$ cat config.mk
export PLATFORM = sky130hd
export DESIGN_NAME = phy_csr_bank
export DESIGN_NICKNAME = d
export VERILOG_FILES = /design/src/rtl/phy_csr_pkg.sv /design/src/rtl/csr_addr_dec.sv /design/src/rtl/csr_alias_reg.sv /design/src/rtl/phy_csr_bank.sv
export SDC_FILE = /design/constraint.sdc
export NUM_CORES = 1
export LEC_CHECK = 0
export BUFFER_PORTS_ARGS = -buffer_cell sky130_fd_sc_hd__clkbuf_2
export CAP_MARGIN = 20
export CORE_ASPECT_RATIO = 0.8
export CORE_MARGIN = 2
export CORE_UTILIZATION = 31
export DETAILED_ROUTE_END_ITERATION = 16
export MAX_ROUTING_LAYER = met4
export SETUP_SLACK_MARGIN = 0.2
export SLEW_MARGIN = 20
export SYNTH_ARGS = -nofsm -noshare
export SYNTH_HDL_FRONTEND = slang
export SYNTH_HIERARCHICAL = 1
export SYNTH_SLANG_ARGS = --single-unit
$ cat constraint.sdc
create_clock -name clk -period 3.97 [get_ports clk]
set_input_delay 0.1985 -clock clk [delete_from_list [all_inputs] [get_ports clk]]
set_output_delay 0.1985 -clock clk [all_outputs]
set_load 0.05 [all_outputs]
$ cat src/rtl/phy_csr_pkg.sv
package phy_csr_pkg;
  localparam int DATA_W       = 32;
  localparam int NUM_GRP      = 9;
  localparam int SOFT_RST_BIT = 31;

  localparam int G_PWR  = 0;
  localparam int G_TX   = 1;
  localparam int G_RX   = 2;
  localparam int G_CTL  = 3;
  localparam int G_STAT = 4;
  localparam int G_DBG  = 5;
  localparam int G_DBGS = 6;
  localparam int G_DBG1 = 7;
  localparam int G_REV  = 8;

  typedef enum logic [1:0] {
    OP_WR  = 2'd0,
    OP_SET = 2'd1,
    OP_CLR = 2'd2,
    OP_TOG = 2'd3
  } csr_op_e;

  function automatic logic [DATA_W-1:0] grp_rst_val(input int g);
    case (g)
      G_PWR:   return 32'h001E_1C00;
      G_TX:    return 32'h1006_0607;
      G_CTL:   return 32'hC020_0000;
      G_DBG:   return 32'h7F18_0000;
      G_DBG1:  return 32'h0000_1000;
      G_REV:   return 32'h0402_0000;
      default: return '0;
    endcase
  endfunction

  function automatic logic grp_has_alias(input int g);
    return (g == G_PWR) || (g == G_TX) || (g == G_RX) || (g == G_CTL) ||
           (g == G_DBG) || (g == G_DBG1);
  endfunction

  function automatic logic grp_writable(input int g);
    return grp_has_alias(g) || (g == G_STAT);
  endfunction

  function automatic logic grp_soft_rst(input int g);
    return (g == G_PWR) || (g == G_TX) || (g == G_RX) || (g == G_CTL);
  endfunction
endpackage

$ cat src/rtl/csr_addr_dec.sv
module csr_addr_dec
  import phy_csr_pkg::*;
#(
  parameter int ADDR_W = 12,
  localparam int GRP_W = ADDR_W - 4
) (
  input  logic [ADDR_W-1:0] addr,
  output logic [GRP_W-1:0]  grp,
  output csr_op_e           op,
  output logic              in_map
);
  logic [1:0] lo_unused;

  assign grp       = addr[ADDR_W-1:4];
  assign op        = csr_op_e'(addr[3:2]);
  assign lo_unused = addr[1:0];
  assign in_map    = (grp < GRP_W'(NUM_GRP));
endmodule

$ cat src/rtl/csr_alias_reg.sv
module csr_alias_reg
  import phy_csr_pkg::*;
#(
  parameter int              W        = 32,
  parameter logic [W-1:0]    RST_VAL  = '0,
  parameter bit              ALIAS_EN = 1'b1,
  parameter bit              SOFT_EN  = 1'b0
) (
  input  logic         clk,
  input  logic         rst,
  input  logic         sel,
  input  csr_op_e      op,
  input  logic [W-1:0] wdata,
  input  logic         soft_rst,
  output logic [W-1:0] q,
  output logic [W-1:0] nxt
);
  logic upd;

  always_comb begin
    case (op)
      OP_SET:  nxt = q | wdata;
      OP_CLR:  nxt = q & ~wdata;
      OP_TOG:  nxt = q ^ wdata;
      default: nxt = wdata;
    endcase
  end

  assign upd = sel && (ALIAS_EN || (op == OP_WR));

  always_ff @(posedge clk) begin
    if (rst)                    q <= RST_VAL;
    else if (SOFT_EN && soft_rst) q <= RST_VAL;
    else if (upd)               q <= nxt;
  end

  // bits given to the set alias are 1 afterwards
  assert_set_bits_R3: assert property (@(posedge clk) disable iff (rst)
    (sel && ALIAS_EN && op == OP_SET && !(SOFT_EN && soft_rst))
      |=> ((q & $past(wdata)) == $past(wdata)));

  // bits given to the clear alias are 0 afterwards
  assert_clr_bits_R4: assert property (@(posedge clk) disable iff (rst)
    (sel && ALIAS_EN && op == OP_CLR && !(SOFT_EN && soft_rst))
      |=> ((q & $past(wdata)) == '0));

  // toggle alias inverts exactly the given bits
  assert_tog_bits_R5: assert property (@(posedge clk) disable iff (rst)
    (sel && ALIAS_EN && op == OP_TOG && !(SOFT_EN && soft_rst))
      |=> ((q ^ $past(q)) == $past(wdata)));

  // an unselected word holds its value
  assert_hold_R7: assert property (@(posedge clk) disable iff (rst)
    (!sel && !(SOFT_EN && soft_rst)) |=> $stable(q));
endmodule

$ cat src/rtl/phy_csr_bank.sv
module phy_csr_bank
  import phy_csr_pkg::*;
#(
  parameter int ADDR_W = 12,
  localparam int GRP_W = ADDR_W - 4
) (
  input  logic              clk,
  input  logic              rst,
  input  logic [ADDR_W-1:0] addr,
  input  logic              wr_en,
  input  logic [31:0]       wr_data,
  input  logic              rd_en,
  output logic [31:0]       rd_data,
  output logic [31:0]       pwr_cfg,
  output logic [31:0]       tx_cfg,
  output logic [31:0]       rx_cfg,
  output logic [31:0]       ctl,
  output logic [31:0]       stat,
  output logic [31:0]       dbg,
  output logic [31:0]       dbg1
);
  logic [GRP_W-1:0]  grp;
  csr_op_e           op;
  logic              in_map;
  logic [31:0]       reg_q   [NUM_GRP];
  logic [31:0]       reg_nxt [NUM_GRP];
  logic [NUM_GRP-1:0] sel;
  logic              soft_rst;
  logic [31:0]       rd_mux;
  logic              rd_hit;

  csr_addr_dec #(.ADDR_W(ADDR_W)) u_dec (
    .addr   (addr),
    .grp    (grp),
    .op     (op),
    .in_map (in_map)
  );

  for (genvar g = 0; g < NUM_GRP; g++) begin : g_word
    assign sel[g] = wr_en && in_map && (grp == GRP_W'(g));
    if (grp_writable(g)) begin : g_rw
      csr_alias_reg #(
        .W        (32),
        .RST_VAL  (grp_rst_val(g)),
        .ALIAS_EN (grp_has_alias(g)),
        .SOFT_EN  (grp_soft_rst(g))
      ) u_reg (
        .clk      (clk),
        .rst      (rst),
        .sel      (sel[g]),
        .op       (op),
        .wdata    (wr_data),
        .soft_rst (soft_rst),
        .q        (reg_q[g]),
        .nxt      (reg_nxt[g])
      );
    end else begin : g_ro
      assign reg_q[g]   = grp_rst_val(g);
      assign reg_nxt[g] = grp_rst_val(g);
    end
  end

  // soft reset: base or set write with the bit, or a toggle leaving it 1
  always_comb begin
    soft_rst = 1'b0;
    if (sel[G_CTL] && wr_data[SOFT_RST_BIT]) begin
      case (op)
        OP_WR, OP_SET: soft_rst = 1'b1;
        OP_TOG:        soft_rst = reg_nxt[G_CTL][SOFT_RST_BIT];
        default:       soft_rst = 1'b0;
      endcase
    end
  end

  always_comb begin
    rd_mux = '0;
    for (int g = 0; g < NUM_GRP; g++) begin
      if (grp == GRP_W'(g)) rd_mux = reg_q[g];
    end
  end

  assign rd_hit = in_map && ((op == OP_WR) || grp_has_alias(int'(grp)));

  always_ff @(posedge clk) begin
    if (rst)         rd_data <= '0;
    else if (rd_en)  rd_data <= rd_hit ? rd_mux : '0;
  end

  assign pwr_cfg = reg_q[G_PWR];
  assign tx_cfg  = reg_q[G_TX];
  assign rx_cfg  = reg_q[G_RX];
  assign ctl     = reg_q[G_CTL];
  assign stat    = reg_q[G_STAT];
  assign dbg     = reg_q[G_DBG];
  assign dbg1    = reg_q[G_DBG1];

  // a fired soft reset leaves the reload subset at its defaults
  assert_soft_reload_R8: assert property (@(posedge clk) disable iff (rst)
    soft_rst |=> (pwr_cfg == 32'h001E_1C00 && tx_cfg == 32'h1006_0607 &&
                  rx_cfg == 32'h0 && ctl == 32'hC020_0000));

  // the clear alias of control never fires a soft reset
  assert_clr_no_rst_R9: assert property (@(posedge clk) disable iff (rst)
    (wr_en && addr == ADDR_W'(12'h038)) |-> !soft_rst);

  // words outside the subset survive a soft reset
  assert_keep_R10: assert property (@(posedge clk) disable iff (rst)
    soft_rst |=> ($stable(stat) && $stable(dbg) && $stable(dbg1)));

  // unmapped reads return zero
  assert_unmapped_zero_R7: assert property (@(posedge clk) disable iff (rst)
    (rd_en && !in_map) |=> (rd_data == 32'h0));

  // read data holds between reads
  assert_rd_hold_R11: assert property (@(posedge clk) disable iff (rst)
    !rd_en |=> $stable(rd_data));
endmodule

==> metrics.md, run 1 <==
| Metric | Value |
|---|---|
| Fmax | `340 MHz` |
| Initial core utilization | `0.312` |
| Multi-input gate area | `15500 µm²` |
| Area grow syn2layout | `12.7%` |
| Height of the die | `250 µm` |
| Post-Place Cell Area | `25300 µm²` |
| CTS root buf | `clkbuf_16` |
| Via Count | `20400` |
| Worst skew pair latency | `0.58 ns` |
| Io pins | `304` |
| Die width | `311 µm` |
| Setup TNS | `0 ns` |
| CTS resizes | `0` |
| Status | `finished clean` |
| Final Cell Area | `26400 µm²` |
| Inst Count DP | `3923` |
| Fin crit share | `0.741` |
| Final min period | `2.94 ns` |
| Number of global-route vias before repair | `18600` |
| Sw frac | `0.281` |
| Dpl hpwl | `66.3 mm` |
| Antenna viol nets, final | `0` |
| Cell Area, Synth | `23400 µm²` |
| Final Hold Vio Count | `0` |
| Max-cap violations | `0` |
| Cell Count, Final, Fillers Out | `3985` |
| HP Class | `in -> reg` |
| CTS tree | `yes` |
| H-tree Lvls | `1` |
| Pint | `4.65 mW` |
| WL/cell | `22.5 µm` |
| Core area | `75100 µm²` |
| CTS buffer count | `31` |
| Crit Path Category | `reg -> reg` |
| # rows | `90` |
| Pleak | `12.2 nW` |
| Worst Path Max Fanout | `19` |
| RePlAce Congestion | `0.878` |
| Syn avg cell area | `8.45 µm²` |
| Slack of the critical path | `1.03 ns` |
| R2R Setup Slk | `1.03 ns` |
| Fill count | `7765` |
| Router iterations before antenna repair | `5` |
| Util after Layout | `0.351` |
| Power Density | `245 nW/µm²` |
| Drt first-iter violations | `1856` |
| Post-Synthesis Cells | `2768` |
| Share of cells above drive strength 1 | `0.242` |
| Psw | `1.82 mW` |
| Skew final | `0.00997 ns` |
| Combinational power share | `0.142` |
| Sequential fraction of design power | `0.397` |
| Dpl ws | `0.590 ns` |
| Max IR drop VDD | `0.209 mV` |
| Initial antenna violation count | `9` |
| Largest net degree at the start of global routing | `230` |
| Critical Path AT | `3.44 ns` |
| Clk slew on worst S/H paths | `0.06 ns` |
| GR Util All Layers | `0.230` |
| Max-slew violations | `0` |
| Ys Warns | `6` |
| Clock sink total | `256` |
| Nets | `3377` |
| RSZ-0062 raised after global routing | `false` |
| Worst Path Required | `4.46 ns` |
| Fin Hold WS | `0.0930 ns` |
| Post-layout power | `6.47 mW` |
| Worst-Margin Slew | `1.05 ns` |
| Clk pwr share | `0.461` |
| Global-route wire length before repair | `130 mm` |
| Critical path capture point type | `register` |
| I/O Buffers | `301` |
| Register area | `5120 µm²` |
| Residual DRC | `0` |
| DIE AREA | `77700 µm²` |
| Worst slew margin | `0.297` |
| Crit path launch type | `register` |
| Synth Net Count | `3200` |
| CTS Buffer Depth | `3` |
| Detailed-route wire length | `89.6 mm` |
| Global route total overflow | `0` |
| Final setup viols | `0` |
| Detail-routed via count per cell | `5.12` |
-- final timing paths --
check | to | depth (start not counted) | from
setup / recovery | g_word[2].g_rw.u_reg/q[16]$_SDFFE_PP0P_ | 14 | g_word[3].g_rw.u_reg/q[31]$_SDFFE_PP1P_
hold / removal | g_word[7].g_rw.u_reg/q[23]$_SDFFE_PP0P_ | 4 | addr[2]
hold reg to reg | rd_data[27]$_SDFFE_PP0P_ | 1 | rd_data[27]$_SDFFE_PP0P_
setup reg to reg | g_word[2].g_rw.u_reg/q[16]$_SDFFE_PP0P_ | 14 | g_word[3].g_rw.u_reg/q[31]$_SDFFE_PP1P_
-- power by group through the flow --
stage | registers, mW | clock network [mW] | logic [mW]
2_1_floorplan | 2.63 | 0 | 0.667
3_3_place_gp | 2.63 | 0 | 0.891
3_5_place_dp | 2.63 | 0 | 0.909
4_1_cts | 2.57 | 3.02 | 0.914
5_1_grt | 2.57 | 3.12 | 1.02
6_report | 2.57 | 2.98 | 0.918
-- metal layers --
metal  track usage  vias up  part of all wire  routed length [µm]
met1         0.311     9784              0.45               40600
met4        0.0762        0             0.037                3310
met2         0.331      735              0.42               37400
met3        0.0598      115             0.093                8320
met5             -        -                 0                   0
li1              -     9777                 -                   -
-- area by class of cell --
type	instances	area share
Clock inverter	8	0.00446
Clock buffer	47	0.0343
Multi-Input combinational cell	1912	0.589
Antenna cell	6	0.000569
Sequential cell	256	0.194
Tap cell	1012	0.0480
Inverter	391	0.0556
Timing Repair Buffer	353	0.0733
-- cells in the final DEF, fill, tap and decap left out, drive strengths merged, types with 55 or more instances in the layout --
cell / count
inv: 391
ha: 384
clkbuf: 344
o21ai: 287
dfxtp: 256
nor2: 249
mux2: 216
nand2: 196
a211oi: 112
nand2b: 70
mux2i: 56
buf: 55
-- flip-flops by register name, summed over array words and instances, names as in the netlist --
register             flops
rd_data                 32
g_word.g_rw.u_reg/q    224
-- critical path, stage by stage (launching register included) --
cell and delay [ns]:
dfxtp_1 0.43, inv_1 0.07, ha_1 0.26, mux2_2 0.29, nand2_1 0.07, o21ai_0 0.08
nand2_1 0.09, nand2_1 0.05, nand2_1 0.08, nor3_2 0.04, buf_4 0.21, nor2_2 0.53
buf_4 0.34, o21ai_0 0.12, a211oi_1 0.19
-- timing repair --
item	in CTS	in global routing
setup buffers	0	0
hold endpoints to repair	2	0
hold buffers	1	0
Note: power is estimated with default switching activity, not from simulation.
==> inputs of run 2 (changes only) <==
==> constraint.sdc (replaced) <==
create_clock -name clk -period 3 [get_ports clk]
set_input_delay 0.15 -clock clk [delete_from_list [all_inputs] [get_ports clk]]
set_output_delay 0.15 -clock clk [all_outputs]
set_load 0.05 [all_outputs]
==> metrics.md, run 2 (synthesis gave the netlist of run 1 again) <==
| Metric | Value |
|---|---|
| Status | `finished clean` |
| Fmax | `394 MHz (+16%)` |
| Cells on worst reg2reg path | `13 (-1)` |
| Io pins | `304 (unchanged)` |
| Router iterations before antenna repair | `6 (+1)` |
| Initial core utilization | `0.312 (unchanged)` |
| WL/cell | `22.8 µm (+1.5%)` |
| CTS root buf | `clkbuf_16` |
| Initial antenna violation count | `6 (-3)` |
| CTS buffer count | `34 (+9.7%)` |
| RSZ-0062 raised after global routing | `false` |
| Number of global-route vias before repair | `18600 (+0.054%)` |
| Crit path launch type | `register` |
| Via Count | `20500 (+0.56%)` |
| Critical path buffers and inverters | `2 (-1)` |
| Setup TNS | `0 ns (unchanged)` |
| Worst-Margin Slew | `0.901 ns (-0.153 ns)` |
| Share of cells above drive strength 1 | `0.247 (+0.00474)` |
| Pleak | `12.3 nW (+1.2%)` |
| Most common cell after layout, fill and taps aside | `inv_1` |
| Worst Path Max Fanout | `10 (-9)` |
| Worst skew pair latency | `0.57 ns (about the same)` |
| Critical path capture point type | `register` |
| Final min period | `2.54 ns (-0.402 ns)` |
| Hold EP | `g_word[3].g_rw.u_reg/q[31]$_SDFFE_PP1P_` |
| # rows | `90 (unchanged)` |
| RePlAce Congestion | `0.876 (-0.19%)` |
| Cell-by-cell trace of the critical path | `inv_1 -> ha_1 -> mux2_2 -> nand2_1 -> o21ai_0 -> nand2_1 -> nand2_1 -> nand2_1 -> nor3_4 -> buf_4 -> nor4b_2 -> o21ai_0 -> nand3_1` |
| Worst Path Required | `3.48 ns (-0.98 ns)` |
| Detail-routed via count per cell | `5.13 (about the same)` |
| CP top delay family | `simple AND/OR/NAND/NOR gates` |
| Fin Hold WS | `0.0471 ns (-0.0459 ns)` |
| CTS Buffer Depth | `3 (unchanged)` |
| Crit-path max cell delay | `0.62 ns (+0.09 ns)` |
| Height of the die | `250 µm (unchanged)` |
| Global route total overflow | `0 (unchanged)` |
| Most used cell, CP | `nand2_1` |
| Area grow syn2layout | `13.8%` |
| Crit path max-delay cell type | `nor4b_2` |
| GR Util All Layers | `0.234 (+0.00376)` |
| Fin crit share | `0.847 (+0.106)` |
| Max-cap violations | `0 (unchanged)` |
| Global-route wire length before repair | `131 mm (+0.89%)` |
| Final Hold Vio Count | `0 (unchanged)` |
| Clock sink total | `256 (unchanged)` |
| Final setup viols | `0 (unchanged)` |
| Top Registers | `g_word.g_rw.u_reg/q x224, rd_data x32` |
| Largest Register | `g_word.g_rw.u_reg/q` |
| Depth of the worst hold-timing path | `4 (unchanged)` |
| DIE AREA | `77700 µm² (unchanged)` |
| Most frequent cells in the layout | `inv_1, ha_1, clkbuf_2` |
| Drt first-iter violations | `1865 (+0.48%)` |
| H-tree Lvls | `2 (+1)` |
| Worst slew margin | `0.399 (+0.102)` |
| Power Density | `324 nW/µm² (+32%)` |
| Max reg flops | `224 (unchanged)` |
| Crit Path Category | `reg -> reg` |
| Clk slew on worst S/H paths | `0.06 ns (about the same)` |
| HP Start | `addr[2]` |
| Max-slew violations | `0 (unchanged)` |
| R2r startpoint | `g_word[3].g_rw.u_reg/q[31]$_SDFFE_PP1P_` |
| Worst R2R End | `g_word[0].g_rw.u_reg/q[14]$_SDFFE_PP0P_` |
| Largest net degree at the start of global routing | `199 (-13%)` |
| HP Class | `in -> reg` |
| Antenna viol nets, final | `0 (unchanged)` |
| Max IR drop VDD | `0.293 mV (+41%)` |
| Die width | `311 µm (unchanged)` |
| Dpl hpwl | `67.9 mm (+2.4%)` |
| I/O Buffers | `301 (unchanged)` |
| Core area | `75100 µm² (unchanged)` |
| Residual DRC | `0 (unchanged)` |
| Skew final | `0.0260 ns (+0.0160 ns)` |
| Nets | `3399 (+0.65%)` |
| Detailed-route wire length | `91.4 mm (+2.0%)` |
| R2R Setup Slk | `0.46 ns (-0.57 ns)` |
| CTS tree | `yes` |
| Critical Path AT | `3.02 ns (-0.42 ns)` |
run 2: cell types whose count changed in the layout (fill, tap and decap cells not counted), moves of 2 or more:
cell and change:
buf_4 +11, inv_6 +3, buf_12 +8, clkbuf_16 +3, clkbuf_8 -3, bufinv_16 -2
nor3_2 -2
run 2: power by group:
group          switching, mW  internal, mW  total [mW]
Clock                   1.71          2.28        3.99
Sequential          0.000511          3.40        3.40
Combinational          0.796         0.451        1.25
Total                   2.51          6.13        8.64
run 2: area by class of cell:
| class | count | area, µm² |
|---|---|---|
| Fill cell | 7819 | 48500 |
| Multi-Input combinational cell | 1912 | 15600 |
| Sequential cell | 256 | 5120 |
| Timing Repair Buffer | 372 | 2180 |
| Inverter | 391 | 1470 |
| Tap cell | 1012 | 1270 |
| Clock buffer | 46 | 936 |
| Clock inverter | 10 | 97.6 |
| Antenna cell | 5 | 12.5 |
run 2: per-stage QoR:
step	worst slack, ns	util	std cells	power (mW)	area (µm²)
2_1_floorplan	0.230	-	2768	4.36	23400
3_3_place_gp	0.142	0.340	3942	4.69	25600
3_5_place_dp	0.105	0.340	3942	4.71	25600
4_1_cts	0.450	0.354	3999	8.68	26600
5_1_grt	0.225	0.355	4003	8.94	26600
6_report	0.459	0.355	4004	8.64	26600
run 2: worst reg2reg max path, delay by kind of cell, from the launching register on:
kind	cells	cell delay, ns
adders and majority gates	1	0.25
and+or+nand+nor	7	1.07
DFF	1	0.36
buffers and inverters	2	0.26
muxes	1	0.27
AOI/OAI and AO/OA	2	0.26
run 2: what timing repair did:
item,CTS,global route
hold endpoints to repair,2,0
resized for setup,1,0
endpoints found under the setup margin,11,0
hold buffers,1,0
buffers inserted,0,0
run 2: metal layers:
metal | GRT usage | share of wire
met2 | 0.336 | 0.42
met1 | 0.312 | 0.46
met3 | 0.0732 | 0.091
met4 | 0.0700 | 0.033
met5 | - | 0
run 2: worst max path at each step:
stage,startpoint,end,slack (ns),cells after the start
2_1_floorplan,addr[9],g_word[3].g_rw.u_reg/q[30]$_SDFFE_PP1P_,0.23,10
3_3_place_gp,wr_data[31],g_word[2].g_rw.u_reg/q[19]$_SDFFE_PP0P_,0.14,14
3_5_place_dp,wr_data[31],g_word[2].g_rw.u_reg/q[24]$_SDFFE_PP0P_,0.11,14
4_1_cts,g_word[3].g_rw.u_reg/q[31]$_SDFFE_PP1P_,g_word[2].g_rw.u_reg/q[20]$_SDFFE_PP0P_,0.45,13
5_1_grt,g_word[3].g_rw.u_reg/q[31]$_SDFFE_PP1P_,g_word[3].g_rw.u_reg/q[3]$_SDFFE_PP0P_,0.22,13
6_report,g_word[3].g_rw.u_reg/q[31]$_SDFFE_PP1P_,g_word[0].g_rw.u_reg/q[14]$_SDFFE_PP0P_,0.46,13
==> inputs of run 3 (changes only) <==
--- a/config.mk
+++ b/config.mk
@@ -5,6 +5,7 @@
 export SDC_FILE = /design/constraint.sdc
 export NUM_CORES = 1
 export LEC_CHECK = 0
+export ABC_AREA = 1
 export BUFFER_PORTS_ARGS = -buffer_cell sky130_fd_sc_hd__clkbuf_2
 export CAP_MARGIN = 20
 export CORE_ASPECT_RATIO = 0.8
==> constraint.sdc (replaced) <==
create_clock -name clk -period 2.35 [get_ports clk]
set_input_delay 0.1175 -clock clk [delete_from_list [all_inputs] [get_ports clk]]
set_output_delay 0.1175 -clock clk [all_outputs]
set_load 0.05 [all_outputs]
==> metrics.md, run 3 <==
| Metric | Value |
|---|---|
| Dpl hpwl | `76.5 mm (+13%)` |
| # hold bufs at CTS | `0 (-1)` |
| Combinational power share | `0.154 (+0.010)` |
| DIE AREA | `80100 µm² (+3.1%)` |
| Cell Area, Synth | `24100 µm² (+3.1%)` |
| CTS root buf | `clkbuf_16` |
| Global-route wire length before repair | `154 mm (+17%)` |
| Cell Count, Final, Fillers Out | `5086 (+27%)` |
| CP top delay family | `simple AND/OR/NAND/NOR gates` |
| Critical path buffers and inverters | `3 (+1)` |
| H-tree Lvls | `2 (unchanged)` |
| Slack of the critical path | `0.337 ns (-0.122 ns)` |
| Worst R2R End | `g_word[3].g_rw.u_reg/q[21]$_SDFFE_PP1P_` |
| Clk slew on worst S/H paths | `0.06 ns (about the same)` |
| Final min period | `2.01 ns (-0.528 ns)` |
| Largest net degree at the start of global routing | `132 (-34%)` |
| Antenna viol nets, final | `0 (unchanged)` |
| Residual DRC | `0 (unchanged)` |
| HP Class | `in -> reg` |
| Ys Warns | `6 (unchanged)` |
| Worst skew pair latency | `0.58 ns (about the same)` |
| Detailed-route wire length | `107 mm (+17%)` |
| Io pins | `304 (unchanged)` |
| Syn avg cell area | `6.35 µm² (-25%)` |
| Worst Path Required | `2.79 ns (-0.69 ns)` |
| Number of global-route vias before repair | `23000 (+23%)` |
| Most frequent cells in the layout | `nand2_1, inv_1, nand3_1` |
| Crit Path Category | `reg -> reg` |
| Skew final | `0.0268 ns (+0.000821 ns)` |
| Initial core utilization | `0.313 (+0.00146)` |
| Height of the die | `254 µm (+1.5%)` |
| Max IR drop VDD | `0.400 mV (+36%)` |
| R2r startpoint | `g_word[3].g_rw.u_reg/q[31]$_SDFFE_PP1P_` |
| Crit path launch type | `register` |
| Worst Path Max Fanout | `25 (+15)` |
| RSZ-0062 raised after global routing | `true` |
| Final setup viols | `0 (unchanged)` |
| Sw frac | `0.311 (+0.0203)` |
| Share of cells above drive strength 1 | `0.157 (-0.0901)` |
| Drt first-iter violations | `2880 (+54%)` |
| CP Depth | `13 (unchanged)` |
| R2R Setup Slk | `0.34 ns (-0.12 ns)` |
| Most used cell, CP | `nand2_1` |
| Psw | `3.62 mW (+44%)` |
| I/O Buffers | `301 (unchanged)` |
| Fin crit share | `0.857 (+0.00949)` |
| Cell-by-cell trace of the critical path | `inv_1 -> ha_1 -> nand2_1 -> nand3_2 -> and2_4 -> nand2_1 -> nand2_1 -> and3_4 -> nor2_4 -> inv_2 -> buf_12 -> a21oi_1 -> nand2_1` |
| Core area | `77100 µm² (+2.6%)` |
| Post-Synthesis Cells | `3797 (+37%)` |
| # rows | `91 (+1.1%)` |
| End point of the critical path | `g_word[3].g_rw.u_reg/q[21]$_SDFFE_PP1P_` |
| Worst slew margin | `0.450 (+0.0511)` |
| Crit path launch | `g_word[3].g_rw.u_reg/q[31]$_SDFFE_PP1P_` |
| Critical path capture point type | `register` |
| Max reg flops | `224 (unchanged)` |
| Pleak | `14.8 nW (+20%)` |
| Max-cap violations | `0 (unchanged)` |
| Fill count | `8333 (+6.6%)` |
| Most common cell after layout, fill and taps aside | `nand2_1` |
| Area grow syn2layout | `16.4%` |
| Via Count | `25500 (+24%)` |
| Top Registers | `g_word.g_rw.u_reg/q x224, rd_data x32` |
| Global route total overflow | `0 (unchanged)` |
| Cells on worst reg2reg path | `13 (unchanged)` |
| Dpl ws | `0.108 ns (+0.00273 ns)` |
| Sequential fraction of design power | `0.373 (-0.021)` |
| Critical Path AT | `2.46 ns (-0.56 ns)` |
| Power Density | `414 nW/µm² (+28%)` |
| Router iterations before antenna repair | `5 (-1)` |
| Status | `finished clean` |
| GR Util All Layers | `0.267 (+0.0327)` |
| Fmax | `497 MHz (+26%)` |
| Synth Net Count | `4231 (+32%)` |
| Worst-Margin Slew | `0.824 ns (-0.0775 ns)` |
| Final Hold Vio Count | `0 (unchanged)` |
| WL/cell | `21.0 µm (-8.0%)` |
| Crit-path max cell delay | `0.36 ns (-0.26 ns)` |
| RePlAce Congestion | `0.942 (+7.6%)` |
| CTS tree | `yes` |
| Nets | `4473 (+32%)` |
| CTS buffer count | `34 (unchanged)` |
| Max-slew violations | `0 (unchanged)` |
| Setup TNS | `0 ns (unchanged)` |
| Clock sink total | `256 (unchanged)` |
| Initial antenna violation count | `5 (-1)` |
| Largest Register | `g_word.g_rw.u_reg/q` |
| Pint | `8.02 mW (+31%)` |
| Die width | `316 µm (+1.5%)` |
| CTS Buffer Depth | `3 (unchanged)` |
| Detail-routed via count per cell | `5.02 (-2.1%)` |
| Clk pwr share | `0.473 (+0.011)` |
| Inst Count DP | `5025 (+27%)` |
| Crit path max-delay cell type | `dfxtp_4` |
## run 3: cell types whose count changed in the layout (fill, tap and decap cells not counted), moves of 186 or more
cell / change
a21oi_1: +210
nand2_1: +780
o21ai_0: -221
mux2_2: -186
nand3_1: +554
inv_1: +209
## run 3: power groups by stage
stage / clock network, mW / registers (mW) / logic [mW]
final: 5.51 / 4.34 / 1.79
after global routing: 5.76 / 4.34 / 1.96
after CTS: 5.58 / 4.34 / 1.75
after detailed placement: 0 / 4.44 / 1.74
after global placement: 0 / 4.44 / 1.71
after floorplan: 0 / 4.44 / 1.12
## run 3: per-stage QoR
step / hold WS [ns] / instance area [µm²] / power, mW / utilization
5_1_grt: 0.0604 / 28100 / 12.1 / 0.364
3_3_place_gp: 0.453 / 26800 / 6.14 / 0.348
4_1_cts: 0.00770 / 28000 / 11.7 / 0.363
3_5_place_dp: 0.459 / 26800 / 6.18 / 0.348
6_report: 0.0454 / 28100 / 11.6 / 0.364
2_1_floorplan: 0.187 / 24100 / 5.56 / -
## run 3: how the worst min path moves through the flow
stage / slack, ns / depth (start not counted) / to / start
finish: 0.05 / 5 / g_word[3].g_rw.u_reg/q[28]$_SDFFE_PP0P_ / addr[3]
global route: 0.06 / 5 / g_word[3].g_rw.u_reg/q[23]$_SDFFE_PP0P_ / addr[3]
CTS: 0.008 / 5 / g_word[3].g_rw.u_reg/q[3]$_SDFFE_PP0P_ / addr[3]
detailed placement: 0.46 / 2 / rd_data[29]$_SDFFE_PP0P_ / rd_data[29]$_SDFFE_PP0P_
global placement: 0.45 / 2 / rd_data[20]$_SDFFE_PP0P_ / rd_data[20]$_SDFFE_PP0P_
floorplan: 0.19 / 1 / rd_data[15]$_SDFFE_PP0P_ / rst
## run 3: area by class of cell
type	instances	area, µm²	share of cell area
sequential	256	5130	0.183
timing repair buffer	420	2710	0.0965
antenna	2	5.00	0.000178
tap	1023	1280	0.0456
inverter	631	2370	0.0845
clock inverter	10	111	0.00397
multi-input combinational	2696	15500	0.551
clock buffer	48	1000	0.0358
## run 3: routing by layer
layer / vias up / share of wire / track usage
li1: 12400 / - / -
met1: 11800 / 0.43 / 0.357
met2: 1198 / 0.42 / 0.385
met3: 212 / 0.11 / 0.0613
met4: 0 / 0.045 / 0.106
met5: - / 0 / -
## run 3: worst register-to-register path: cells and delay by family, from the launching register on
kind | cells | cell delay (ns)
simple gates | 8 | 0.86
flops | 1 | 0.36
buf+inv | 3 | 0.28
fa+ha+maj | 1 | 0.26
compound gates | 1 | 0.15
## run 3: what timing repair did
item / 4_1_cts / 5_1_grt
setup endpoints to repair: 23 / 127
buffers inserted: 0 / 1
pin swaps: 0 / 2
resized for setup: 2 / 29
